$ cat src/rtl/sc_drv_pkg.sv
package sc_drv_pkg;
  localparam int CFG_W    = 8;
  localparam int SEL_W    = 3;
  localparam int BYP_BIT  = 6;

  // stored register image (bit 7 is not stored)
  typedef struct packed {
    logic             hold_bypass;
    logic [SEL_W-1:0] sel_hi;
    logic [SEL_W-1:0] sel_lo;
  } cfg_t;

  typedef enum logic [1:0] {
    ST_PHA  = 2'd0,
    ST_GAPA = 2'd1,
    ST_PHB  = 2'd2,
    ST_GAPB = 2'd3
  } phase_t;

  function automatic phase_t next_phase(input phase_t s);
    case (s)
      ST_PHA:  return ST_GAPA;
      ST_GAPA: return ST_PHB;
      ST_PHB:  return ST_GAPB;
      default: return ST_PHA;
    endcase
  endfunction
endpackage

$ cat src/rtl/sc_drv_cfg.sv
module sc_drv_cfg
  import sc_drv_pkg::*;
#(
  parameter int ADDR_W   = 4,
  parameter int CFG_ADDR = 0
) (
  input  logic              clk,
  input  logic              rst,
  input  logic              wr,
  input  logic [ADDR_W-1:0] addr,
  input  logic [CFG_W-1:0]  wdata,
  output cfg_t              cfg,
  output logic [CFG_W-1:0]  rdata
);
  localparam int STORE_W = $bits(cfg_t);
  localparam logic [ADDR_W-1:0] MY_ADDR = ADDR_W'(CFG_ADDR);

  cfg_t cfg_q;

  always_ff @(posedge clk) begin
    if (rst) begin
      cfg_q <= '0;
    end else if (wr && (addr == MY_ADDR)) begin
      cfg_q <= cfg_t'(wdata[STORE_W-1:0]);
    end
  end

  assign cfg   = cfg_q;
  assign rdata = {{(CFG_W-STORE_W){1'b0}}, cfg_q};
endmodule

$ cat src/rtl/sc_drv_phase.sv
module sc_drv_phase
  import sc_drv_pkg::*;
#(
  parameter int NUM_SRC   = 8,
  parameter int PHASE_LEN = 2,
  parameter int GAP_LEN   = 1
) (
  input  logic               clk,
  input  logic               rst,
  input  logic [NUM_SRC-1:0] src_tick,
  input  logic [SEL_W-1:0]   sel_field,
  output logic               pha_nx,
  output logic               phb_nx,
  output logic               late_nx
);
  localparam int MAXLEN = (PHASE_LEN > GAP_LEN) ? PHASE_LEN : GAP_LEN;
  localparam int CNT_W  = (MAXLEN > 1) ? $clog2(MAXLEN) : 1;
  localparam logic [CNT_W-1:0] PH_LAST  = CNT_W'(PHASE_LEN - 1);
  localparam logic [CNT_W-1:0] GAP_LAST = CNT_W'(GAP_LEN - 1);
  localparam logic [CNT_W-1:0] LATE_AT  = CNT_W'(PHASE_LEN / 2);

  phase_t           st_q, st_d;
  logic [CNT_W-1:0] cnt_q, cnt_d;
  logic [SEL_W-1:0] sel_q, sel_d;
  logic             tick;
  logic             at_end;
  logic             in_gap;

  assign tick   = src_tick[sel_q];
  assign in_gap = (st_q == ST_GAPA) || (st_q == ST_GAPB);
  assign at_end = in_gap ? (cnt_q == GAP_LAST) : (cnt_q == PH_LAST);

  always_comb begin
    st_d  = st_q;
    cnt_d = cnt_q;
    sel_d = sel_q;
    if (tick) begin
      if (at_end) begin
        st_d  = next_phase(st_q);
        cnt_d = '0;
        if (in_gap) sel_d = sel_field;
      end else begin
        cnt_d = cnt_q + CNT_W'(1);
      end
    end
  end

  always_ff @(posedge clk) begin
    if (rst) begin
      st_q  <= ST_GAPB;
      cnt_q <= GAP_LAST;
      sel_q <= '0;
    end else begin
      st_q  <= st_d;
      cnt_q <= cnt_d;
      sel_q <= sel_d;
    end
  end

  assign pha_nx  = (st_d == ST_PHA);
  assign phb_nx  = (st_d == ST_PHB);
  assign late_nx = phb_nx && (cnt_d >= LATE_AT);
endmodule

$ cat src/rtl/sc_drv_gate.sv
module sc_drv_gate (
  input  logic clk,
  input  logic rst,
  input  logic col_en,
  input  logic widen,
  input  logic pha_nx,
  input  logic phb_nx,
  input  logic late_nx,
  output logic phi1,
  output logic phi2,
  output logic drive_en
);
  always_ff @(posedge clk) begin
    if (rst) begin
      phi1     <= 1'b0;
      phi2     <= 1'b0;
      drive_en <= 1'b0;
    end else begin
      phi1     <= pha_nx;
      phi2     <= phb_nx;
      drive_en <= col_en && phb_nx && (late_nx || widen);
    end
  end
endmodule

$ cat src/rtl/sc_bus_drive_ctl.sv
module sc_bus_drive_ctl
  import sc_drv_pkg::*;
#(
  parameter int NUM_COLS  = 4,
  parameter int NUM_SRC   = 8,
  parameter int ADDR_W    = 4,
  parameter int CFG_ADDR  = 0,
  parameter int PHASE_LEN = 2,
  parameter int GAP_LEN   = 1
) (
  input  logic                clk,
  input  logic                rst,
  input  logic                cfg_wr,
  input  logic [ADDR_W-1:0]   cfg_addr,
  input  logic [7:0]          cfg_wdata,
  output logic [7:0]          cfg_rdata,
  input  logic [NUM_SRC-1:0]  src_tick,
  input  logic [NUM_COLS-1:0] col_en,
  input  logic [NUM_COLS-1:0] col_full_phase,
  output logic [NUM_COLS-1:0] phi1,
  output logic [NUM_COLS-1:0] phi2,
  output logic [NUM_COLS-1:0] drive_en
);
  localparam int LO_COLS = NUM_COLS / 2;

  cfg_t cfg;

  sc_drv_cfg #(.ADDR_W(ADDR_W), .CFG_ADDR(CFG_ADDR)) u_cfg (
    .clk   (clk),
    .rst   (rst),
    .wr    (cfg_wr),
    .addr  (cfg_addr),
    .wdata (cfg_wdata),
    .cfg   (cfg),
    .rdata (cfg_rdata)
  );

  for (genvar c = 0; c < NUM_COLS; c++) begin : g_col
    logic [SEL_W-1:0] sel_field;
    logic             pha_nx, phb_nx, late_nx;

    if (c < LO_COLS) begin : g_lo
      assign sel_field = cfg.sel_lo;
    end else begin : g_hi
      assign sel_field = cfg.sel_hi;
    end

    sc_drv_phase #(
      .NUM_SRC(NUM_SRC), .PHASE_LEN(PHASE_LEN), .GAP_LEN(GAP_LEN)
    ) u_phase (
      .clk       (clk),
      .rst       (rst),
      .src_tick  (src_tick),
      .sel_field (sel_field),
      .pha_nx    (pha_nx),
      .phb_nx    (phb_nx),
      .late_nx   (late_nx)
    );

    sc_drv_gate u_gate (
      .clk      (clk),
      .rst      (rst),
      .col_en   (col_en[c]),
      .widen    (cfg.hold_bypass || col_full_phase[c]),
      .pha_nx   (pha_nx),
      .phb_nx   (phb_nx),
      .late_nx  (late_nx),
      .phi1     (phi1[c]),
      .phi2     (phi2[c]),
      .drive_en (drive_en[c])
    );
  end
endmodule

$ cat config.mk
export PLATFORM = sky130hd
export DESIGN_NAME = sc_bus_drive_ctl
export DESIGN_NICKNAME = d
export VERILOG_FILES = /design/src/rtl/sc_drv_pkg.sv /design/src/rtl/sc_drv_cfg.sv /design/src/rtl/sc_drv_phase.sv /design/src/rtl/sc_drv_gate.sv /design/src/rtl/sc_bus_drive_ctl.sv
export SDC_FILE = /design/constraint.sdc
export NUM_CORES = 1
export LEC_CHECK = 0
export ABC_CLOCK_PERIOD_IN_PS = 2400
export CAP_MARGIN = 20
export CORE_MARGIN = 2
export CORE_UTILIZATION = 53
export CTS_BUF_LIST = sky130_fd_sc_hd__clkbuf_16
export DETAILED_ROUTE_END_ITERATION = 8
export PLACE_DENSITY = 0.81
export SYNTH_ARGS = -nofsm -noshare
export SYNTH_HDL_FRONTEND = slang
export SYNTH_SLANG_ARGS = --single-unit
$ cat constraint.sdc
create_clock -name clk -period 2.4 [get_ports clk]
set_input_delay 0.48 -clock clk [delete_from_list [all_inputs] [get_ports clk]]
set_output_delay 0.48 -clock clk [all_outputs]
set_load 0.005 [all_outputs]
==> metrics.txt <==
status=finished, final reports clean; crit end category=flop; library cells used by synthesis=45; Setup Buffers After CTS=0; RSZ-0062 raised after global routing=no; Mapped Avg Cell Area=around 9 µm²; Sink Count=43; worst r2r path cells=6; EDFF count, synth=0; sequential power share=roughly 36%; final setup violating endpoints=0; Routed Antenna Nets=0; WL met2=roughly 2900 µm; Skew-Pair Late Insertion Delay=about 0.28 ns; post-DP HPWL=between 4000 and 5000 µm; Worst Skew=roughly 0.0043 ns; Placed Cells=417; Die Y=roughly 76 µm; final hold vios=0; DRC viols=0; Critical Path RT=2.57 ns; NetSw=approximately 0.85 mW; worst-path cell chain=inv_1 -> ha_1 -> or2_2 -> ha_1 -> o311a_1 -> or2_2; number of port buffers=48; CP Launch Type=flop; mux contribution to synthesized area=between 10% and 20%; crit path buf inv count=1; Starting DRT DRC Count=between 100 and 150; Slowest-stage cell, CP=dfxtp_1; WS Path Type=reg2reg; Synth Area in Simple Gates=16.1%; H-tree depth=2; post-cts sizing count=0; initial antenna violation count=0; Worst-path clk slew=approximately 0.060 ns; Max Cap Violations=0; synth warn=0; Synth Flop Type=dfxtp_1; area grow syn2layout=25.7%; share of layout cells above drive strength 1=16.3%; worst-path fanout max=8; row count=26; Net Count, Synth=about 360; final worst slack=a little under 0.2 ns; worst path arrival time=about 2.4 ns; complex-gate fraction of the synthesized area=17.2%; Synth Register Bits=43; Clock Power Share=25.2%; Starting Density=a little over half; largest family of logic cells by synthesized area=compound AO/OA/AOI/OAI gates; TNS Setup=0 ns; WL met1=approximately 2700 µm; worst hold slack=0.484 ns; Post-Synth XOR/XNOR Area=0.318%; Internal Power=around 1.7 mW; Final Core Density=a little under 70%; gr usage total=22.0%; CP peak stage delay=0.44 ns; die extent in x=~76 µm; Die ar.=~0.0058 mm²; first-pass GRT wire length=~10000 µm; class of the worst hold path=reg2reg; GR Overflow Total=0; RePlAce Congestion=around 0.9; Hold-fix buffers, CTS=0; sw frac=33.5%; Syn Inst Count=approximately 300; Slew Limit Fails=0; Post-Layout Cell Count=roughly 430; Largest delay share family, worst path=simple AND/OR/NAND/NOR gates; Final Power=2.55 mW; Ports=51; period utilisation layout=about nine tenths; highest metal used=met4; vias in the first global route=2264; CTS root buf=clkbuf_16; ant diodes=0; Longest Clk Path Bufs=2; Power per Cell Area=737 mW/mm²; leakage=1.38 nW; WP depth=6; sequential share of the synthesized area=a little under a third; Vias/cell=5.71; nets@finish=about 410; DP Worst Slack=-0.0181 ns; first drt pass iteration count=4; fraction of registers with async set/reset=0%; WL final=6150 µm; core area=0.00507 mm²; Via Count=2425; Comb pwr share=39.3%; placed inst area=between 0.003 and 0.004 mm²; largest net degree at the start of global routing=25; Max VDD drop=between 0.5 and 0.6 mV; synthesized-area fraction occupied by adder cells=a little over a tenth; met3 routed WL=roughly 350 µm; hold depth=2; Design Area, Final=0.00346 mm²; CTS tree=done; f_max=roughly 0.45 GHz; CTS Buf Count=5; routed len/inst=~14 µm; clock period minus worst slack=roughly 2.2 ns; Cell Area, Synth=0.00276 mm²
Yosys cell counts, drive strengths merged (2+ instances only):
master | count | share of area (%)
a21oi | 21 | 3.8
a221oi | 2 | 0.86
a22o | 2 | 0.64
a22oi | 2 | 0.54
buf | 16 | 4.4
clkbuf | 10 | 1.4
dfxtp | 43 | 31
ha | 24 | 11
inv | 22 | 3.0
mux2 | 12 | 4.9
mux2i | 20 | 7.3
mux4 | 4 | 3.3
nand2 | 7 | 0.95
nand2b | 2 | 0.45
nand3 | 16 | 2.9
nand3b | 2 | 0.54
nand4 | 7 | 1.6
nand4b | 5 | 1.6
nor2 | 19 | 2.6
nor2b | 2 | 0.45
nor3 | 7 | 1.3
nor4 | 4 | 0.91
o211ai | 3 | 0.82
o21ai | 12 | 2.2
o21ba | 3 | 1.1
o221a | 2 | 0.82
o22a | 2 | 0.64
o22ai | 2 | 0.45
o311a | 2 | 0.73
o311ai | 2 | 0.64
o31ai | 11 | 3.0
or2 | 6 | 1.4
or4 | 2 | 0.68
state kept, by name, indices dropped and copies added, names as in the netlist:
name                   count
g_col.u_phase.sel_q       12
g_col.u_phase.st_q         8
u_cfg.cfg                  7
g_col.u_gate.drive_en      4
g_col.u_gate.phi1          4
g_col.u_gate.phi2          4
g_col.u_phase.cnt_q        4
cell type report:
class                      instances  area [µm²]
clock buffer                       5         125
clock inverter                     3        16.3
fill                             422        1610
inverter                          22        82.6
multi-input combinational        213        1650
sequential                        43         861
tap                               70        87.6
timing repair buffer              69         638
cells by family after synthesis:
logic type      after synthesis
flops                        43
xor+xnor                      1
simple gates                 82
compound gates               69
mux                          36
buf+inv                      48
other cells                   1
fa+ha+maj                    24
final timing paths:
kind / start / end / slack [ns]
setup / recovery: g_col[0].u_phase.st_q[1] / g_col[0].u_gate.phi2 / 0.19
hold reg to reg: g_col[3].u_phase.cnt_q / g_col[3].u_phase.cnt_q / 0.48
setup reg to reg: g_col[0].u_phase.st_q[1] / g_col[0].u_gate.phi2 / 0.19
hold / removal: g_col[3].u_phase.cnt_q / g_col[3].u_phase.cnt_q / 0.48
power by group through the flow:
stage          logic, mW  registers [mW]  clock network [mW]
3_5_place_dp       0.991           0.922                   0
2_1_floorplan      0.740           0.897                   0
5_1_grt             1.13           0.926               0.691
4_1_cts            0.999           0.906               0.657
6_report            1.00           0.906               0.644
3_3_place_gp       0.953           0.914                   0
layer usage:
| layer | up-vias | global-route usage (%) |
|---|---|---|
| li1 | 1202 | - |
| met1 | 1119 | 27.0 |
| met2 | 86 | 35.9 |
| met3 | 18 | 4.62 |
| met4 | 0 | 12.4 |
| met5 | - | 0 |
cells in the final DEF, fill, tap and decap left out, types with 3 or more instances in the layout:
cell             instances
o21ai_0                 12
o211ai_1                 3
nor4_1                   4
o21ba_2                  3
clkdlybuf4s50_1         48
ha_1                    24
nand4b_1                 5
or2_2                    6
buf_4                   21
nand2_1                  7
o31ai_1                 11
clkbuf_16                5
mux2i_1                 20
mux2_2                  12
nand3_1                 16
a21oi_1                 21
nor2_1                  19
inv_1                   23
nand4_1                  7
mux4_2                   4
dfxtp_1                 43
nor3_1                   7
worst register-to-register path: stages (launching register included):
cell,delay (ns)
dfxtp_1,0.44
inv_1,0.11
ha_1,0.18
or2_2,0.32
ha_1,0.39
o311a_1,0.39
or2_2,0.27
(Power assumes the default switching activity.)
